File: src/rtl/ton_pkg.sv
package ton_pkg;
  localparam int HALF_W   = 8;
  localparam int HALF_MAX = (1 << HALF_W) - 1;

  typedef struct packed {
    logic              ok;
    logic [HALF_W-1:0] half;
  } lin_res_t;

  typedef enum logic [1:0] {ST_IDLE, ST_WAIT, ST_RAMP} ton_st_e;
endpackage

File: src/rtl/ton_lin11_norm.sv
// LINEAR11 word -> count of 0.5 ms steps. ROUND=0: exact check, ROUND=1: round+clamp.
module ton_lin11_norm
  import ton_pkg::*;
#(
  parameter bit ROUND = 1'b0
) (
  input  logic [15:0] word_i,
  output lin_res_t    res_o
);
  logic signed [31:0] man, val, bias, mask;
  logic signed [5:0]  sh, nsh;
  logic [4:0]         rsh;
  logic               exact;

  always_comb begin
    man  = {{21{word_i[10]}}, word_i[10:0]};
    sh   = $signed({word_i[15], word_i[15:11]}) + 6'sd1;  // scale to 0.5 ms units
    nsh  = -sh;
    rsh  = nsh[4:0];
    mask = '0;
    bias = '0;
    if (!sh[5]) begin
      val   = man <<< sh[4:0];
      exact = 1'b1;
    end else begin
      mask  = (32'sd1 <<< rsh) - 32'sd1;
      exact = ((man & mask) == 32'sd0);
      if (ROUND) bias = 32'sd1 <<< (rsh - 5'd1);
      val   = (man + bias) >>> rsh;
    end

    if (ROUND) begin
      res_o.ok = 1'b1;
      if (val[31])                      res_o.half = '0;
      else if (val > 32'(HALF_MAX))     res_o.half = HALF_W'(HALF_MAX);
      else                              res_o.half = val[HALF_W-1:0];
    end else begin
      res_o.ok   = exact && !val[31] && (val <= 32'(HALF_MAX));
      res_o.half = val[HALF_W-1:0];
    end
  end
endmodule

File: src/rtl/ton_delay_reg.sv
module ton_delay_reg
  import ton_pkg::*;
#(
  parameter logic [HALF_W-1:0] DEF_HALF_MS = 8'd10
) (
  input  logic              clk_i,
  input  logic              rst_ni,
  input  logic              wr_hit_i,
  input  lin_res_t          wr_res_i,
  input  logic              rs_hit_i,
  input  lin_res_t          rs_res_i,
  input  logic              rd_hit_i,
  output logic [HALF_W-1:0] half_o,
  output logic [15:0]       rdata_o,
  output logic              rd_valid_o,
  output logic              err_o
);
  localparam int PAD_W = 11 - HALF_W;

  logic [HALF_W-1:0] half_q;

  always_ff @(posedge clk_i or negedge rst_ni) begin
    if (!rst_ni) begin
      half_q     <= DEF_HALF_MS;
      rdata_o    <= '0;
      rd_valid_o <= 1'b0;
      err_o      <= 1'b0;
    end else begin
      err_o      <= wr_hit_i && !wr_res_i.ok;
      rd_valid_o <= rd_hit_i;
      if (rd_hit_i) rdata_o <= {5'b11111, {PAD_W{1'b0}}, half_q};
      if (rs_hit_i)                      half_q <= rs_res_i.half;
      else if (wr_hit_i && wr_res_i.ok)  half_q <= wr_res_i.half;
    end
  end

  assign half_o = half_q;
endmodule

File: src/rtl/ton_delay_timer.sv
module ton_delay_timer
  import ton_pkg::*;
#(
  parameter int MIN_CYC = 100
) (
  input  logic              clk_i,
  input  logic              rst_ni,
  input  logic              start_i,
  input  logic              tick_i,
  input  logic [HALF_W-1:0] half_i,
  output logic              ramp_o,
  output logic              min_done_o
);
  localparam int MW = $clog2(MIN_CYC + 1);

  ton_st_e           st_q;
  logic [HALF_W-1:0] tcnt_q;
  logic [MW-1:0]     mcnt_q;

  always_ff @(posedge clk_i or negedge rst_ni) begin
    if (!rst_ni) begin
      st_q   <= ST_IDLE;
      tcnt_q <= '0;
      mcnt_q <= '0;
    end else begin
      unique case (st_q)
        ST_IDLE: if (start_i) begin
          st_q   <= ST_WAIT;
          tcnt_q <= half_i;       // value latched at start
          mcnt_q <= MW'(MIN_CYC);
        end
        ST_WAIT: begin
          if (!start_i) st_q <= ST_IDLE;
          else if (tcnt_q == '0 && mcnt_q == '0) st_q <= ST_RAMP;
          else begin
            if (mcnt_q != '0)           mcnt_q <= mcnt_q - MW'(1);
            if (tick_i && tcnt_q != '0) tcnt_q <= tcnt_q - HALF_W'(1);
          end
        end
        ST_RAMP: if (!start_i) st_q <= ST_IDLE;
        default: st_q <= ST_IDLE;
      endcase
    end
  end

  assign ramp_o     = (st_q == ST_RAMP);
  assign min_done_o = (mcnt_q == '0);
endmodule

File: src/rtl/ton_delay_ctrl.sv
module ton_delay_ctrl
  import ton_pkg::*;
#(
  parameter logic [7:0]        CMD_CODE    = 8'h60,
  parameter logic [HALF_W-1:0] DEF_HALF_MS = 8'd10,
  parameter int                MIN_CYC     = 100
) (
  input  logic        clk_i,
  input  logic        rst_ni,
  input  logic [7:0]  cmd_i,
  input  logic        wr_en_i,
  input  logic [15:0] wdata_i,
  input  logic        rd_en_i,
  output logic [15:0] rdata_o,
  output logic        rd_valid_o,
  output logic        err_o,
  input  logic        restore_i,
  input  logic [15:0] restore_data_i,
  input  logic        tick_i,
  input  logic        start_i,
  output logic        ramp_en_o
);
  logic              cmd_hit, wr_hit, rd_hit, wr_ok, min_done;
  lin_res_t          wr_res, rs_res;
  logic [HALF_W-1:0] half_q;

  assign cmd_hit = (cmd_i == CMD_CODE);
  assign wr_hit  = wr_en_i && cmd_hit;
  assign rd_hit  = rd_en_i && cmd_hit;
  assign wr_ok   = wr_res.ok;

  ton_lin11_norm #(.ROUND(1'b0)) u_wr_norm (.word_i(wdata_i),        .res_o(wr_res));
  ton_lin11_norm #(.ROUND(1'b1)) u_rs_norm (.word_i(restore_data_i), .res_o(rs_res));

  ton_delay_reg #(.DEF_HALF_MS(DEF_HALF_MS)) u_reg (
    .clk_i, .rst_ni,
    .wr_hit_i(wr_hit), .wr_res_i(wr_res),
    .rs_hit_i(restore_i), .rs_res_i(rs_res),
    .rd_hit_i(rd_hit),
    .half_o(half_q), .rdata_o, .rd_valid_o, .err_o
  );

  ton_delay_timer #(.MIN_CYC(MIN_CYC)) u_tmr (
    .clk_i, .rst_ni, .start_i, .tick_i,
    .half_i(half_q), .ramp_o(ramp_en_o), .min_done_o(min_done)
  );
endmodule

File: config.mk
export PLATFORM = sky130hd
export DESIGN_NAME = ton_delay_ctrl
export DESIGN_NICKNAME = d
export VERILOG_FILES = /design/src/rtl/ton_pkg.sv /design/src/rtl/ton_lin11_norm.sv /design/src/rtl/ton_delay_reg.sv /design/src/rtl/ton_delay_timer.sv /design/src/rtl/ton_delay_ctrl.sv
export SDC_FILE = /design/constraint.sdc
export NUM_CORES = 1
export LEC_CHECK = 0
export BUFFER_PORTS_ARGS = -buffer_cell sky130_fd_sc_hd__buf_4
export CORE_MARGIN = 5
export CORE_UTILIZATION = 58
export DETAILED_ROUTE_END_ITERATION = 16
export PLACE_DENSITY = 0.8
export SYNTH_ARGS = -nofsm -noshare
export SYNTH_HDL_FRONTEND = slang
export SYNTH_SLANG_ARGS = --single-unit
File: constraint.sdc
create_clock -name clk_i -period 6.3 [get_ports clk_i]
set_clock_uncertainty 0.05 [all_clocks]
set_input_delay 0 -clock clk_i [delete_from_list [all_inputs] [get_ports clk_i]]
set_output_delay 0 -clock clk_i [all_outputs]
set_load 0.02 [all_outputs]
Word-level counts from Yosys, hierarchy flattened
Cells that the tools add are included.
Storage, ports and cells
  register bits after elaboration: 36
  logic and storage cells: 79
  output and inout port bits: 19
  bits of input ports: 47
Cells by class
  equal/unequal tests: 10
  shift-type cells: 6
  mux-type cells: 23
  add/sub/neg operators: 9
  order comparisons: 2
  bitwise gates (word level): 1
  reduce and logical (&&, ||, !) cells: 21
Operators by type and width (number)
  32-bit 2-to-1 mux: 3
  8-bit 2-to-1 mux: 8
  11-bit by 5-bit <<< shifter with 32-bit output: 2
  2-bit by 5-bit <<< shifter with 32-bit output (first input constant): 2
  11-bit by 32-bit adder with 32-bit output: 1
  11-bit by 32-bit bitwise AND with 32-bit output: 1
  32-bit by 9-bit greater-than comparator with 1-bit output (second input constant): 1
  32-bit by 9-bit <= comparator with 1-bit output (second input constant): 1
  32-bit zero test: 1
  11-bit by 5-bit >>> shifter with 32-bit output: 1
  32-bit by 5-bit >>> shifter with 32-bit output: 1
  32-bit by 2-bit subtractor with 32-bit output (second input constant): 1
  7-bit 2-to-1 mux: 4
  8-bit one-hot mux with 2 select lines: 1
  7-bit one-hot mux with 2 select lines: 1
  5-bit by 2-bit adder with 6-bit output (second input constant): 2
  5-bit negator: 2
  5-bit AND reduction: 2
  8-bit by 7-bit equality test with 1-bit output (second input constant): 1
  1-bit logical AND: 8
  8-bit zero test: 1
  2-bit 2-to-1 mux: 4
  2-bit inequality test (second input constant): 4
  8-bit nonzero test: 1
  15 further kinds: 18

Longest topological paths before layout
  word-level depth: 12
  mapped depth: 35
  gate-level depth less buffers: 25

Hierarchy
A second synthesis with hierarchy kept.
Second synthesis, totals
  cell total of the unflattened synthesis: 1292
  area, all modules: 9526.6 µm²
By module, submodules not included
  ton_lin11_norm at u_rs_norm: times used 1, seq. area each 0.0 µm², area an instance 5885.6 µm², cells each 854
  ton_lin11_norm at u_wr_norm: times used 1, seq. area each 0.0 µm², area an instance 1625.3 µm², cells each 242
  ton_delay_timer: times used 1, seq. area each 425.4 µm², area an instance 1069.8 µm², cells each 114
  ton_delay_reg: times used 1, seq. area each 478.0 µm², area an instance 908.4 µm², cells each 76
  ton_delay_ctrl: times used 1, seq. area each 0.0 µm², area an instance 37.5 µm², cells each 6

Worst setup path after synthesis
No wires, ideal clock.
  kind: in2reg
  start: in restore_data_i[11]
  end: reg u_reg.half_q[0], in the netlist u_reg.half_o[0]
  library setup time: 150 ps
  data arrival time: 6966 ps
  slack: -866 ps
  data required time: 6100 ps
  stages: 35
  buffers on the path: 10
  cell sequence: buf_2 > inv_1 > clkbuf_1 > clkbuf_1 > buf_2 > ha_1 > clkbuf_1 > buf_2 > buf_2 > buf_2 > buf_1 > buf_1 > nor2_1 > xnor2_1 > nand2_1 > xnor2_1 > nand2_1 > nor2_1 > and2_1 > ha_1 > inv_1 > fa_1 > nand2b_1 > a21oi_2 > o21ai_0 > a211o_1 > a211oi_1 > o21ai_1 > o22ai_1 > nor2_1 > a221oi_1 > o2111ai_1 > o311ai_1 > a21boi_4 > a31oi_1
On the way
  cells in the longest elaborated chain, start to end: 12
  elaborated cells between the ends (all ways): 13
  classes of those cells: add/sub (4); order compare (1); shift (3); mux (5)
Ends and longest elaborated chain
  start, declared: line ton_delay_ctrl.sv:18  | input logic [15:0] restore_data_i,
  5-bit by 2-bit adder with 6-bit output *: line ton_lin11_norm.sv:17  | sh = $signed({word_i[15], word_i[15:11]}) + 6'sd1;
  5-bit negator: line ton_lin11_norm.sv:18  | nsh = -sh;
  5-bit by 1-bit subtractor with 5-bit output: line ton_lin11_norm.sv:28  | if (ROUND) bias = 32'sd1 <<< (rsh - 5'd1);
  2-bit by 5-bit <<< shifter with 32-bit output: line ton_lin11_norm.sv:28
  32-bit 2-to-1 mux: line ton_lin11_norm.sv:22  | if (!sh[5]) begin
  11-bit by 32-bit adder with 32-bit output: line ton_lin11_norm.sv:29  | val = (man + bias) >>> rsh;
  32-bit by 5-bit >>> shifter with 32-bit output: line ton_lin11_norm.sv:29
  32-bit 2-to-1 mux *: line ton_lin11_norm.sv:22
  32-bit by 9-bit greater-than comparator with 1-bit output: line ton_lin11_norm.sv:35  | else if (val > 32'(HALF_MAX)) res_o.half = HALF_W'(HALF_MAX);
  8-bit 2-to-1 mux: line ton_lin11_norm.sv:35
  8-bit 2-to-1 mux *: line ton_lin11_norm.sv:34  | if (val[31]) res_o.half = '0;
  8-bit 2-to-1 mux *: line ton_delay_reg.sv:32  | if (rs_hit_i) half_q <= rs_res_i.half;
  end signal, assigned: line ton_delay_reg.sv:32
  end signal, assigned: line ton_delay_reg.sv:33  | else if (wr_hit_i && wr_res_i.ok) half_q <= wr_res_i.half;
  end, declared: line ton_delay_reg.sv:20  | logic [HALF_W-1:0] half_q;
Mark *: on every way between the ends. The rest lies on a longest branch, timed or not. The select of a mux whose other input is x is not followed.
A chain may end at the register's enable or synchronous reset.

Final worst setup path
  start: in restore_data_i[12]
  end: reg u_reg.half_q[5], in the netlist u_reg.half_o[5]
The elaborated chain is that of the path after synthesis.

==> impl_metrics.json <==
{
  "postPlaceCellArea_mm2": 0.00904,
  "stdcell_count": 1439,
  "leakage_nw": 3.88,
  "gr-max-usage-layer": "met2",
  "grt_util_met2_pct": 50.6,
  "syn_inst": 1249,
  "port_buffers": 62,
  "post-dp-hpwl_um": 20700,
  "cts_tree": "done",
  "ys_types": 95,
  "p_int_uw": 758,
  "met3_usage_pct": 3.36,
  "worstMarginPinSlew_ps": 986,
  "grt_pass1_vias": 9185,
  "io_pins": 66,
  "rsz0062_at_grt": "false",
  "critPathSlowestCell": "or4_4",
  "synthFlopType": "dfrtp_1",
  "cts.sinks": 36,
  "synth_edf_count": 0,
  "slew_viol_final": 0,
  "cts-root-buf": "clkbuf_16",
  "yosysWarnings": 0,
  "die_area_mm2": 0.0173,
  "final_area_mm2": 0.00923,
  "power_mw": 1.41,
  "worst_hold_slack_ps": 28.3,
  "period_share_pct": 89.6,
  "synth_area_mm2": 0.00857,
  "drt-initial-drc-count": 1020,
  "initial_core_util_pct": 59.0,
  "fp.dieH_um": 132,
  "cp_cell_sequence": "buf_4 -> inv_1 -> ha_2 -> nor2b_1 -> o211ai_1 -> nor3_2 -> inv_1 -> nor2_1 -> and2_1 -> ha_1 -> nand2_2 -> or4_4 -> or3b_1 -> o211ai_2 -> a31oi_4 -> xnor2_4 -> a2111oi_1 -> a21oi_1 -> nor4b_1 -> o21ai_0 -> o311ai_1 -> a21boi_4 -> a31oi_1",
  "grt_max_degree": 75,
  "critPathMaxFanout": 9,
  "path_buf_inv": 3,
  "multiInputGateArea_mm2": 0.00723,
  "dp_slack_ps": 271,
  "h-tree-depth": 2,
  "post-route-util_pct": 63.5,
  "cp.arrival_ps": 5730,
  "min_path_type": "in -> reg",
  "regArea_um2": 903,
  "setup_viol": 0,
  "final_cell_mix": "nand2_1 (160), nor2_1 (133), a21oi_1 (103)",
  "coreArea_mm2": 0.0145,
  "start_kind": "primary input",
  "power_frac_comb_pct": 59.8,
  "fmax_mhz": 177,
  "wl_per_cell_um": 18.9,
  "clkPwrFrac_pct": 17.2,
  "crit_family": "simple AND/OR/NAND/NOR gates",
  "finalWorstSetupSlack_ps": 652,
  "switching_share_pct": 46.1,
  "die_x_um": 132,
  "met1_usage_pct": 38.2,
  "period_minus_slack_ps": 5650,
  "grt_pass1_wl_um": 45100,
  "layout_commonest_cell": "nand2_1",
  "dr.pass1.iters": 7,
  "max_slew_margin_pct": 33.8,
  "syn_avg_cell_area_um2": 6.87,
  "drive_above_1_share_pct": 12.0,
  "setup_tns_ps": 0,
  "clk_latency_ps": 280,
  "clkTransAtPathRegs_ps": 50,
  "cap_violations": 0,
  "hold_violations": 0,
  "drc": 0,
  "routabilityCongestion": 0.981,
  "status": "complete, no violations",
  "ir_drop_mv": 0.115,
  "synthArstFlopShare_pct": 100,
  "final_nets": 1347,
  "ant_nets": 0,
  "grt_overflow": 0,
  "avgViaCountPerCell": 6.86,
  "row_count": 44,
  "path_class": "in -> reg",
  "dpl.cell_count": 1428,
  "antenna_found_initial": 0,
  "wirelength_um": 27100,
  "track_usage_pct": 29.8,
  "max_stage_delay_ps": 580,
  "cp-end-kind": "flip-flop",
  "vias": 9878,
  "synth-seq-cells": 36,
  "p_seq_share_pct": 22.9,
  "ys_seq_area_share_pct": 10.5,
  "area_growth_pct": 7.60,
  "powerDensity_mw_per_mm2": 152,
  "path_common_cell": "inv_1",
  "n_fill_cell": 1397,
  "num_antenna_cells": 0,
  "switchingPower_uw": 649,
  "crit_required_ps": 6380,
  "clock_path_buffers": 2,
  "cts_buffers": 5
}
==> synthesized netlist by cell type (4+ instances only) <==
master / n / area (um2)
and3_1: 19 / 119
and2_1: 27 / 169
or3_1: 11 / 68.8
clkbuf_1: 41 / 154
dfrtp_1: 34 / 851
o21bai_1: 6 / 45.0
xnor2_1: 33 / 289
o21a_1: 11 / 82.6
buf_1: 10 / 37.5
a211o_1: 5 / 43.8
a2111oi_0: 5 / 43.8
mux2i_1: 39 / 390
nand2b_1: 21 / 131
nand2_1: 160 / 601
a21o_1: 13 / 97.6
a22oi_1: 6 / 45.0
a211oi_1: 30 / 225
mux4_2: 15 / 338
nand4_1: 22 / 138
nand3_1: 30 / 150
ha_1: 45 / 563
o21ai_1: 5 / 25.0
or4_1: 6 / 45.0
o22ai_1: 15 / 93.8
o211ai_1: 18 / 135
nor4_1: 9 / 56.3
buf_4: 10 / 75.1
xor2_1: 16 / 140
nor2b_1: 18 / 113
a21oi_1: 103 / 515
o221ai_1: 6 / 52.6
o21ai_0: 84 / 420
a2bb2oi_1: 4 / 35.0
mux2_2: 12 / 135
a32oi_1: 6 / 52.6
o31ai_1: 7 / 52.6
buf_2: 20 / 100
a31oi_1: 27 / 169
a221oi_1: 4 / 35.0
inv_1: 27 / 101
nor2_1: 134 / 503
nor3_1: 45 / 225
==> per-layer routing <==
metal / vias to the layer above / share of wire, %
met5: - / 0
met4: 0 / 4.5
met3: 96 / 7.0
met2: 497 / 48
met1: 4612 / 41
li1: 4673 / -
==> cells by family after synthesis <==
family	after synthesis	share of synthesized area [%]
adders and majority gates	46	6.80
buffers and inverters	113	5.85
DFF	36	10.5
AOI/OAI and AO/OA	410	31.9
other	1	0.0437
and+or+nand+nor	526	29.3
muxes	67	10.2
xor gates and xnor gates	50	5.33
==> layout make-up <==
| cell class | instances | share of cell area (%) |
|---|---|---|
| inverter | 30 | 1.22 |
| clock buffer | 6 | 1.51 |
| timing repair buffer | 79 | 6.51 |
| tap | 184 | 2.50 |
| sequential | 36 | 9.79 |
| clock inverter | 2 | 0.108 |
| multi-input combinational | 1102 | 78.4 |
==> power by group through the flow <==
stage                     clock, mW  sequential, mW  combinational (mW)
after CTS                     0.249           0.321               0.824
after global routing          0.260           0.329               0.924
after floorplan                   0           0.313               0.623
after detailed placement          0           0.324               0.817
final                         0.243           0.323               0.841
after global placement            0           0.322               0.807
==> tightest hold or removal path, stage by stage <==
cell	delay (ps)
buf_4	70
or4_1	90
nor2_1	60
nand2_1	60
nor2_1	40
==> flip-flops by register name, summed over array words and instances, names as in the netlist <==
name	count
u_reg.rdata_o	9
u_reg.half_o	8
u_tmr.tcnt_q	8
u_tmr.mcnt_q	7
u_tmr.st_q	2
u_reg.err_o	1
u_reg.rd_valid_o	1
==> repair_timing <==
| item | in CTS | in global routing |
|---|---|---|
| buffers inserted | 0 | 0 |
| gates resized for setup | 0 | 1 |
| endpoints found under the hold margin | 38 | 0 |
| hold buffers | 3 | 0 |
| endpoints found under the setup margin | 0 | 4 |
==> final timing paths <==
path | slack (ps) | to | cells past startpoint | from
min in group asynchronous | 160 | u_reg.rdata_o[2] | 2 | rst_ni
worst min-delay path | 30 | u_reg.err_o | 5 | cmd_i[2]
worst min register to register | 430 | u_reg.rdata_o[5] | 2 | u_reg.rdata_o[5]
worst max register to register | 3920 | u_tmr.tcnt_q[0] | 7 | u_tmr.tcnt_q[3]
worst max-delay path | 650 | u_reg.half_o[5] | 23 | restore_data_i[12]
max in group asynchronous | 5680 | u_reg.half_o[3] | 2 | rst_ni
No activity file was read; power rests on OpenSTA's default activity.
